### src/rtl/sctl_pkg.sv
package sctl_pkg;

  // strobes from control to datapath
  typedef struct packed {
    logic shiftEn;
    logic commit;
  } strobe_t;

endpackage

### src/rtl/sctl_sync.sv
module sctl_sync #(
  parameter int WIDTH = 3,
  parameter int STAGES = 2,
  parameter logic [WIDTH-1:0] RESET_VAL = '0
) (
  input  logic             clk,
  input  logic             rstN,
  input  logic [WIDTH-1:0] asyncIn,
  output logic [WIDTH-1:0] syncOut
);

  logic [WIDTH-1:0] stageQ [STAGES];

  generate
    for (genvar s = 0; s < STAGES; s++) begin : g_stage
      always_ff @(posedge clk or negedge rstN) begin
        if (!rstN) begin
          stageQ[s] <= RESET_VAL;
        end else begin
          if (s == 0) stageQ[s] <= asyncIn;
          else        stageQ[s] <= stageQ[(s == 0) ? 0 : s-1];
        end
      end
    end
  endgenerate

  assign syncOut = stageQ[STAGES-1];

endmodule

### src/rtl/sctl_ctrl.sv
module sctl_ctrl
  import sctl_pkg::*;
#(
  parameter int WORD_BITS = 5,
  parameter int COMMIT_EDGE = 6
) (
  input  logic    clk,
  input  logic    rstN,
  input  logic    sclkS,
  input  logic    frameS,
  output strobe_t stb
);

  localparam int CNT_W = $clog2(COMMIT_EDGE + 1);
  localparam logic [CNT_W-1:0] WORD_CNT = CNT_W'(WORD_BITS);
  localparam logic [CNT_W-1:0] LAST_CNT = CNT_W'(COMMIT_EDGE - 1);
  localparam logic [CNT_W-1:0] SAT_CNT  = CNT_W'(COMMIT_EDGE);

  logic             sclkPrev;
  logic [CNT_W-1:0] bitCnt;
  logic             fallSeen;
  logic             frameActive;

  assign fallSeen    = sclkPrev & ~sclkS;
  assign frameActive = ~frameS;

  always_ff @(posedge clk or negedge rstN) begin
    if (!rstN) begin
      sclkPrev <= 1'b1;
      bitCnt   <= '0;
    end else begin
      sclkPrev <= sclkS;
      if (frameS)
        bitCnt <= '0;
      else if (fallSeen && bitCnt < SAT_CNT)
        bitCnt <= bitCnt + 1'b1;
    end
  end

  always_comb begin
    stb.shiftEn = frameActive & fallSeen & (bitCnt < WORD_CNT);
    stb.commit  = frameActive & fallSeen & (bitCnt == LAST_CNT);
  end


  cnt_sat_chk: assert property (@(posedge clk) disable iff (!rstN)
    bitCnt <= SAT_CNT);


  cnt_clear_chk: assert property (@(posedge clk) disable iff (!rstN)
    frameS |=> (bitCnt == '0));

endmodule

### src/rtl/sctl_dp.sv
module sctl_dp
  import sctl_pkg::*;
#(
  parameter int CHAN_W = 3
) (
  input  logic              clk,
  input  logic              rstN,
  input  logic              sdS,
  input  strobe_t           stb,
  output logic [CHAN_W-1:0] chanSel,
  output logic              standby,
  output logic              convStart
);

  localparam int WORD_BITS = CHAN_W + 2;
  localparam int STBY_POS  = 0;
  localparam int CONV_POS  = 1;
  localparam int CHAN_LO   = 2;

  logic [WORD_BITS-1:0] shiftReg;
  logic [WORD_BITS-1:0] liveReg;
  logic                 convPulse;

  always_ff @(posedge clk or negedge rstN) begin
    if (!rstN) begin
      shiftReg  <= '0;
      liveReg   <= '0;
      convPulse <= 1'b0;
    end else begin
      if (stb.shiftEn) shiftReg <= {shiftReg[WORD_BITS-2:0], sdS};
      if (stb.commit)  liveReg  <= shiftReg;
      convPulse <= stb.commit & shiftReg[CONV_POS];
    end
  end

  assign chanSel   = liveReg[CHAN_LO +: CHAN_W];
  assign standby   = liveReg[STBY_POS];
  assign convStart = convPulse;


  strobe_excl_chk: assert property (@(posedge clk) disable iff (!rstN)
    stb.shiftEn |-> !stb.commit);


  conv_width_chk: assert property (@(posedge clk) disable iff (!rstN)
    convStart |=> !convStart);

endmodule

### src/rtl/sctl_rx.sv
module sctl_rx
  import sctl_pkg::*;
#(
  parameter int CHAN_W = 3,
  parameter int SYNC_STAGES = 2,
  parameter int COMMIT_EDGE = 6
) (
  input  logic              clk,
  input  logic              rstN,
  input  logic              sclkIn,
  input  logic              frameN,
  input  logic              sdIn,
  output logic [CHAN_W-1:0] chanSel,
  output logic              standby,
  output logic              convStart
);

  localparam int WORD_BITS = CHAN_W + 2;

  logic [2:0] syncBus;
  strobe_t    stb;

  sctl_sync #(
    .WIDTH(3), .STAGES(SYNC_STAGES), .RESET_VAL(3'b110)
  ) u_sync (
    .clk(clk), .rstN(rstN),
    .asyncIn({sclkIn, frameN, sdIn}),
    .syncOut(syncBus)
  );

  sctl_ctrl #(
    .WORD_BITS(WORD_BITS), .COMMIT_EDGE(COMMIT_EDGE)
  ) u_ctrl (
    .clk(clk), .rstN(rstN),
    .sclkS(syncBus[2]), .frameS(syncBus[1]),
    .stb(stb)
  );

  sctl_dp #(
    .CHAN_W(CHAN_W)
  ) u_dp (
    .clk(clk), .rstN(rstN),
    .sdS(syncBus[0]), .stb(stb),
    .chanSel(chanSel), .standby(standby), .convStart(convStart)
  );


  idle_hold_chk: assert property (@(posedge clk) disable iff (!rstN)
    syncBus[1] |=> ($stable(chanSel) && $stable(standby) && !convStart));

endmodule

### config.mk
export PLATFORM = sky130hd
export DESIGN_NAME = sctl_rx
export DESIGN_NICKNAME = d
export VERILOG_FILES = /design/src/rtl/sctl_pkg.sv /design/src/rtl/sctl_sync.sv /design/src/rtl/sctl_ctrl.sv /design/src/rtl/sctl_dp.sv /design/src/rtl/sctl_rx.sv
export SDC_FILE = /design/constraint.sdc
export NUM_CORES = 1
export LEC_CHECK = 0
export ABC_AREA = 1
export BUFFER_PORTS_ARGS = -buffer_cell sky130_fd_sc_hd__buf_2
export CAP_MARGIN = 30
export CORE_UTILIZATION = 58
export DETAILED_ROUTE_END_ITERATION = 7
export GPL_TIMING_DRIVEN = 0
export PLACE_DENSITY = 0.8
export RECOVER_POWER = 25
export SYNTH_ARGS = -nofsm -noshare
export SYNTH_HDL_FRONTEND = slang
export SYNTH_SLANG_ARGS = --single-unit
### constraint.sdc
create_clock -name clk -period 3.35 [get_ports clk]
set_input_delay 0.67 -clock clk [delete_from_list [all_inputs] [get_ports clk]]
set_output_delay 0.67 -clock clk [all_outputs]
set_load 0.01 [all_outputs]
==> results of run 1 <==
layout by cell type (no fill, tap or decap):
cell type                  Yosys  layout
sky130_fd_sc_hd__nand2_1      22      22
sky130_fd_sc_hd__nand3_1      16      16
sky130_fd_sc_hd__dfrtp_1      15      15
sky130_fd_sc_hd__buf_2         0       8
sky130_fd_sc_hd__inv_1         7       7
sky130_fd_sc_hd__dfstp_2       5       4
sky130_fd_sc_hd__nand2_2       3       3
sky130_fd_sc_hd__nor2_1        3       3
sky130_fd_sc_hd__clkbuf_4      0       3
sky130_fd_sc_hd__inv_2         2       2
sky130_fd_sc_hd__nand2_4       2       2
sky130_fd_sc_hd__ha_1          2       2
sky130_fd_sc_hd__nor2_8        1       1
sky130_fd_sc_hd__nor2_2        1       1
sky130_fd_sc_hd__buf_6         1       1
sky130_fd_sc_hd__o21ai_4       1       1
sky130_fd_sc_hd__clkbuf_8      0       1
sky130_fd_sc_hd__clkbuf_1      0       1
sky130_fd_sc_hd__dfstp_1       0       1
power groups by stage:
stage / Sequential (mW) / Clock (mW) / Combinational, mW
after floorplan: 0.278 / 0 / 0.0220
after global placement: 0.280 / 0 / 0.0314
after detailed placement: 0.282 / 0 / 0.0340
after CTS: 0.278 / 0.143 / 0.0340
after global routing: 0.279 / 0.151 / 0.0394
final: 0.278 / 0.140 / 0.0334
cell type report:
type | count | area, µm² | share of cell area (%)
sequential | 20 | 506.7 | 54.29
multi-input combinational | 51 | 282.8 | 30.29
timing repair buffer | 9 | 43.79 | 4.692
clock buffer | 4 | 36.28 | 3.887
inverter | 9 | 33.78 | 3.619
tap | 15 | 18.77 | 2.011
buffer | 1 | 11.26 | 1.206
path summary, 6_finish.rpt:
check,cells after the start,slack (ns),to,startpoint
max reg2reg,6,2.13,u_dp.shiftReg[0],u_ctrl.sclkPrev
min in group asynchronous,1,0.51,u_dp.liveReg[0],rstN
max,1,1.84,chanSel[1],u_dp.liveReg[3]
max in group asynchronous,1,2.23,u_sync.syncOut[0],rstN
min,0,0.36,u_sync.syncOut[1],u_sync.stageQ[4]
min reg2reg,0,0.36,u_sync.syncOut[1],u_sync.stageQ[4]
cell families after synthesis:
group	after synthesis	share of synthesized area (%)
AOI/OAI and AO/OA	1	1.950
and+or+nand+nor	48	28.94
buffers and inverters	10	5.398
DFF	20	60.72
adders and majority gates	2	2.998
per-layer routing:
metal  track usage, %  up-vias  part of all wire [%]
met1            26.26      270                    46
met5                0        -                     0
met3            5.000        2                   2.9
li1                 -      280                     -
met4            12.93        0                  0.81
met2            35.89       14                    50
per-stage QoR:
step / util [%] / hold slack, ns / area [µm²] / total power [mW]
after floorplan: - / 0.3312 / 834.6 / 0.2999
after global placement: 68.19 / 0.3352 / 898.4 / 0.3117
after detailed placement: 68.19 / 0.3491 / 898.4 / 0.3160
after CTS: 70.94 / 0.2932 / 934.6 / 0.4548
after global routing: 70.85 / 0.3671 / 933.4 / 0.4701
final: 70.85 / 0.3630 / 933.4 / 0.4506
sequential cells by signal, indices dropped and copies added (netlist names):
name / flops
u_sync.syncOut: 3
u_ctrl.sclkPrev: 1
u_sync.stageQ: 3
u_dp.convStart: 1
u_dp.shiftReg: 5
u_dp.liveReg: 4
u_ctrl.bitCnt: 3
cell usage after synthesis (2+ instances only):
library cell / number
sky130_fd_sc_hd__inv_1: 7
sky130_fd_sc_hd__dfstp_2: 5
sky130_fd_sc_hd__dfrtp_1: 15
sky130_fd_sc_hd__nand3_1: 16
sky130_fd_sc_hd__nand2_1: 22
sky130_fd_sc_hd__inv_2: 2
sky130_fd_sc_hd__nor2_1: 3
sky130_fd_sc_hd__ha_1: 2
sky130_fd_sc_hd__nand2_2: 3
sky130_fd_sc_hd__nand2_4: 2
==> results.txt, run 1 <==
- The netlist uses 14 different library cells.
- The wire-length estimate of the detail-placed layout is roughly 990 µm.
* Setup slack of the critical path after layout: around 1.8 ns
- Data arrives at the worst endpoint at roughly 0.84 ns.
- H-tree levels: 1
- TritonCTS created 3 clock buffers.
* Proportion of netlist area held by the largest area contributor: between 40 and 50%
- Later-pin clock latency in the skew report: about 0.3 ns
* Final total negative setup slack: 0 ns
- Cell area after technology mapping: ~830 µm²
* Internal: around 0.34 mW
- The number of pins exceeding their max-slew limit in the final report is 0.
- The die is about 40 µm tall.
* Worst-case setup slack after placement: approximately 2.1 ns
* First-pass DRT Iterations: 4
- Setup CP Type: flip-flop to output pin
- Wire length of the first global-routing pass: 2201 µm
- The worst setup path is captured at an output pin.
- Mean number of vias per cell: roughly 5.2
- Clock buffer depth: 2
- Post-DR wirelength/cell: between 10 and 15 µm
- Synthesis produced a netlist with a net count of 88.
* Clock root cell: sky130_fd_sc_hd__clkbuf_4
- STA classifies the critical path startpoint as a flip-flop.
- Worst max-slew margin expressed relative to the limit: between 30% and 40%
- In this run the power density over the cells is about 480 nW/µm².
- Clock-pin slew was measured on the worst setup and hold paths at about 0.11 ns.
- At the pin with the least slew margin, the transition time is around 1.0 ns.
- The number of antenna violations at the first check in global routing came to 0.
* Post-CTS sizing: 0
- In the synthesized netlist the dominant register cell turns out to be sky130_fd_sc_hd__dfrtp_1.
- For this configuration, the core starts out at a cell density of between 60% and 70%.
- Maximum number of pins on one net before global-route repair: 21
* Post-synth EDFFs: 0
* Ratio of cells with drive above 1 in the final layout: between 20% and 30%
* Post-Syn Area per Cell: 10.30 µm²
- In this run, placement finished with an instance count of around 110.
- The number of antenna diodes in the final layout is 0.
- Core region area: between 1000 and 1500 µm²
- By area the synthesized netlist is led by sky130_fd_sc_hd__dfrtp_1 (45%), sky130_fd_sc_hd__dfstp_2 (16%), sky130_fd_sc_hd__nand2_1 (9.9%).
* Max-cap check violation count: 0
- Total routing usage reported by global routing: 21.99%
- On the worst path, the slowest cell contributes a delay of approximately 0.4 ns.
- Final setup vio count: 0
- In this run the static leakage power is around 0.53 nW.
* Combinational share of power: under 10%
- Cell with the biggest individual delay on the critical path: sky130_fd_sc_hd__dfrtp_1
* Final clock skew: 0.003244 ns
- After clock tree synthesis, the flow added hold-fix buffers numbering 0.
- Clock network fraction of total power: 31.0%
- RSZ-0062 raised after global routing: no
* Vias post-DR: 566
- The count of cells in the finished layout, fillers not included, comes to ~110.
- The signal on the critical path passes through buf_2.
- Required time of the worst setup path: around 2.7 ns
* Gpl congestion: around 0.7
* Reported net switching power: 0.1107 mW
- Final hold violation count: 0
- Maximum VDD drop: approximately 0.00037 V
- I/O Pins: 10
- The total overflow left after global routing is 0.
- Counting both buffers and inverters, the worst setup path holds a total of 1.
- Total number of clock tree sinks: 20
- Fillers: 93
- Maximum clock frequency: about 660 MHz
- The net count of the finished layout is 102.
- Of the total power, the share spent switching nets is 24.57%.
- Horiz. Die Dim: approximately 40 µm
- Counting flops and latches in the post-synthesis netlist gives 20.
- 1st-iter DRT viols: 13
- The flow ran to the end, and the final reports show no timing, DRC or antenna violations.
- Placement row count: 13
* Yosys warns: 0
- Of the available clock period, the critical path in the final layout requires between 40 and 50%.
- Synthesis produced a netlist whose cell count is slightly above 80.
- Min Clock Period, post-route: approximately 1.5 ns
- The routed design has 1357 µm of wire.
- The number of setup buffers added after CTS is 0.
- Worst Path Max Fanout: 2
- Top Family by Delay on Critical Path: flip-flops
* Remaining antenna violation count after routing: 0
* Vias in the first global route: 510
- Min-delay worst type: flip-flop to flip-flop
- sky130_fd_sc_hd__dfrtp_1 takes more of the synthesized area than any other cell.
- TritonCTS built the clock tree.
* Sequential area share after synthesis: about three fifths
- # port buffers: 9
* Post-route DRC violation count: 0
* Part of the total power dissipated in sequential elements: about three fifths
- Of all flip-flops after synthesis, the portion carrying an async set or reset was 100.0%.
- Area delta synth->final: 11.84%
* Die area: approximately 1600 µm²
(Power assumes the default switching activity.)
==> inputs of run 2 (changes only) <==
CORE_UTILIZATION = 54   (was 58)
PLACE_DENSITY = 0.75   (was 0.8)
clock period = 1.45 ns   (was 3.35 ns; I/O delays follow)
==> results.txt, run 2 (same netlist as run 1, synthesis figures left out) <==
- RSZ-0062 raised after global routing: no
* Min-delay worst type: input pin to flip-flop
- The congestion estimate from routability-driven global placement came to a little over 0.7.
* Setup CP Type: flip-flop to flip-flop
- Ratio of cells with drive above 1 in the final layout: between 20% and 30%
* Remaining antenna violation count after routing: 0
- The number of pins exceeding their max-slew limit in the final report came to 0.
- Worst Path Arrival: about 1.4 ns
- The core region is about 1400 µm².
* H-tree levels: 1
- Estimated wirelength of the detail-placed design: ~900 µm
* Total number of clock tree sinks: 20
- The via count of the first global-routing pass came to about 440.
- In the routed design, unresolved DRC markers number 0.
* Final hold violation count: 0
- Power density of the placed cells: 1042 nW/µm²
- The largest registers in the layout are u_dp.shiftReg x5, u_dp.liveReg x4.
- Worst reg-to-reg setup slack: between 0.2 and 0.25 ns
- Total routing usage reported by global routing: roughly 18%
- Initial antenna violation count: 0
- Walking the worst path, the cells encountered are inv_1 -> ha_1 -> nand2_2 -> inv_2 -> nand2_4 -> nand2_1 -> nand2_1.
* Max-cap check violation count: 0
- Initial core utilization: 61.08%
* First-pass DRT Iterations: 3
* Top Family by Delay on Critical Path: flip-flops
- The tightest hold path in the finished design has a slack of about 0.096 ns.
* FF-to-FF Start: u_ctrl.bitCnt[1]
- Across the VDD grid, the largest voltage drop is approximately 0.00074 V.
* Post-DR wirelength/cell: about 11 µm
* Slew at the pin closest to its max-slew limit: 0.4758 ns
* Status: complete, no violations
- Worst flop-to-flop path endpoint: u_dp.liveReg[3]
- The largest single stage delay on the critical path is ~0.47 ns.
* Final setup vio count: 0
* Horiz. Die Dim: between 40 and 50 µm
* Die Height: 41.31 µm
- TritonCTS built the clock tree.
* Nets@finish: 103
* Congestion Overflow GR: 0
* Endpoint class of the critical path: flip-flop
* Setup slack of the critical path after layout: approximately 0.24 ns
- For the worst setup path, the data required time is around 1.6 ns.
- Counting flops per register, the top entry is u_dp.shiftReg.
- The library cell used most frequently in the layout, excluding fill and tap cells, is sky130_fd_sc_hd__nand2_1.
- Mean number of vias per cell: ~5
- The first global-routing pass estimated between 1500 and 2000 µm of wire.
- For the finished layout, the period the worst path requires is approximately 1.2 ns.
- By instance count, the cell type seen most on the critical path is sky130_fd_sc_hd__nand2_1.
- The worst setup path is launched from a flip-flop.
- The analysis attributes to cell leakage a power of 0.5355 nW.
* FF-to-FF path depth: 7
* Clock transition at path regs: 0.11 ns
- Final cell area excluding filler cells: around 930 µm²
* Placement row count: 13
- After filler insertion, the fill cell instance count of the layout stands at between 100 and 150.
- Clock buffer depth: 2
* Critical Path Source: u_ctrl.bitCnt[1]
- Detailed Route WL: between 1000 and 1500 µm
* Worst Path Max Fanout: 5
- Adding up every negative setup slack in the final design gives 0 ns.
- Number of flip-flops in the largest register: 5
- I/O Pins: 10
- Maximum clock frequency: 829.1 MHz
* Vias post-DR: about 560
- Relative to the synthesized area, the layout overhead comes to 11.99%.
- For this block, the initial DRC count from the detailed router was 11.
* Worst path buffer plus inverter count: 2
- Clock root cell: sky130_fd_sc_hd__clkbuf_4
* Cell with the biggest individual delay on the critical path: sky130_fd_sc_hd__dfrtp_1
- The number of antenna diodes in the final layout is 0.
- Total CTS buffers: 3
- Placed cell areas: approximately 900 µm²
- # port buffers: 9
* Later-pin clock latency in the skew report: 0.29 ns
- The worst pin sits at a relative slew slack of 68.28%.
- Final clock skew: roughly 0.0078 ns
* Maximum number of pins on one net before global-route repair: 21
- Cells fill between 60% and 70% of the core in the end.
* Most frequent cells in the layout: sky130_fd_sc_hd__nand2_1 (22), sky130_fd_sc_hd__nand3_1 (16), sky130_fd_sc_hd__dfrtp_1 (15)
- Worst Setup EP: u_dp.liveReg[3]
- Die area: 1707 µm²
- Prior to clock tree synthesis, the placed netlist has a worst setup slack of ~0.23 ns.
* Post-CTS Setup Bufs: 0
- Fraction of the cycle the final worst path needs: 83.18%
- The critical path crosses 7 cells after its start point.
[run 2: cell types whose count changed in the layout (fill, tap and decap cells not counted), sizes merged]
cell / change
dlygate4sd3: +1
[run 2: stage by stage]
step | power (mW) | instances
floorplan | 0.6928 | 81
global placement | 0.7206 | 105
finish | 0.9742 | 110
CTS | 0.9840 | 110
global route | 1.027 | 110
detailed placement | 0.7253 | 105
[run 2: how the worst min path moves through the flow]
stage          startpoint          endpoint  slack (ns)  cells after the start
5_1_grt            sclkIn  u_sync.stageQ[5]        0.07                      1
2_1_floorplan        rstN  u_ctrl.bitCnt[0]      -0.006                      0
3_3_place_gp         rstN  u_ctrl.bitCnt[0]        0.25                      1
6_report           sclkIn  u_sync.stageQ[5]         0.1                      1
3_5_place_dp         rstN  u_ctrl.bitCnt[0]        0.25                      1
4_1_cts            sclkIn  u_sync.stageQ[5]        0.09                      1
[run 2: layer usage]
layer	wire [µm]	GRT usage, %
met1	606	24.83
met2	555	26.56
met3	32	4.787
met4	15	7.258
met5	0	0
[run 2: what timing repair did]
item,in CTS,in global routing
endpoints found under the setup margin,0,0
gates resized for setup,0,0
hold buffers,1,0
endpoints found under the hold margin,15,0
[run 2: layout make-up]
| class | count | area, µm² | share of cell area, % |
|---|---|---|---|
| Sequential cell | 20 | 506.7 | 54.22 |
| Multi-Input combinational cell | 51 | 282.8 | 30.25 |
| Timing Repair Buffer | 10 | 55.05 | 5.890 |
| Inverter | 9 | 33.78 | 3.614 |
| Clock buffer | 4 | 26.28 | 2.811 |
| Tap cell | 15 | 18.77 | 2.008 |
| Buffer | 1 | 11.26 | 1.205 |
[run 2: report_power, final]
| part | switching [mW] | internal, mW | total [mW] |
|---|---|---|---|
| Combinational | 0.0473 | 0.0296 | 0.0769 |
| Sequential | 0.0344 | 0.605 | 0.639 |
| Clock | 0.151 | 0.107 | 0.258 |
| Total | 0.233 | 0.741 | 0.974 |
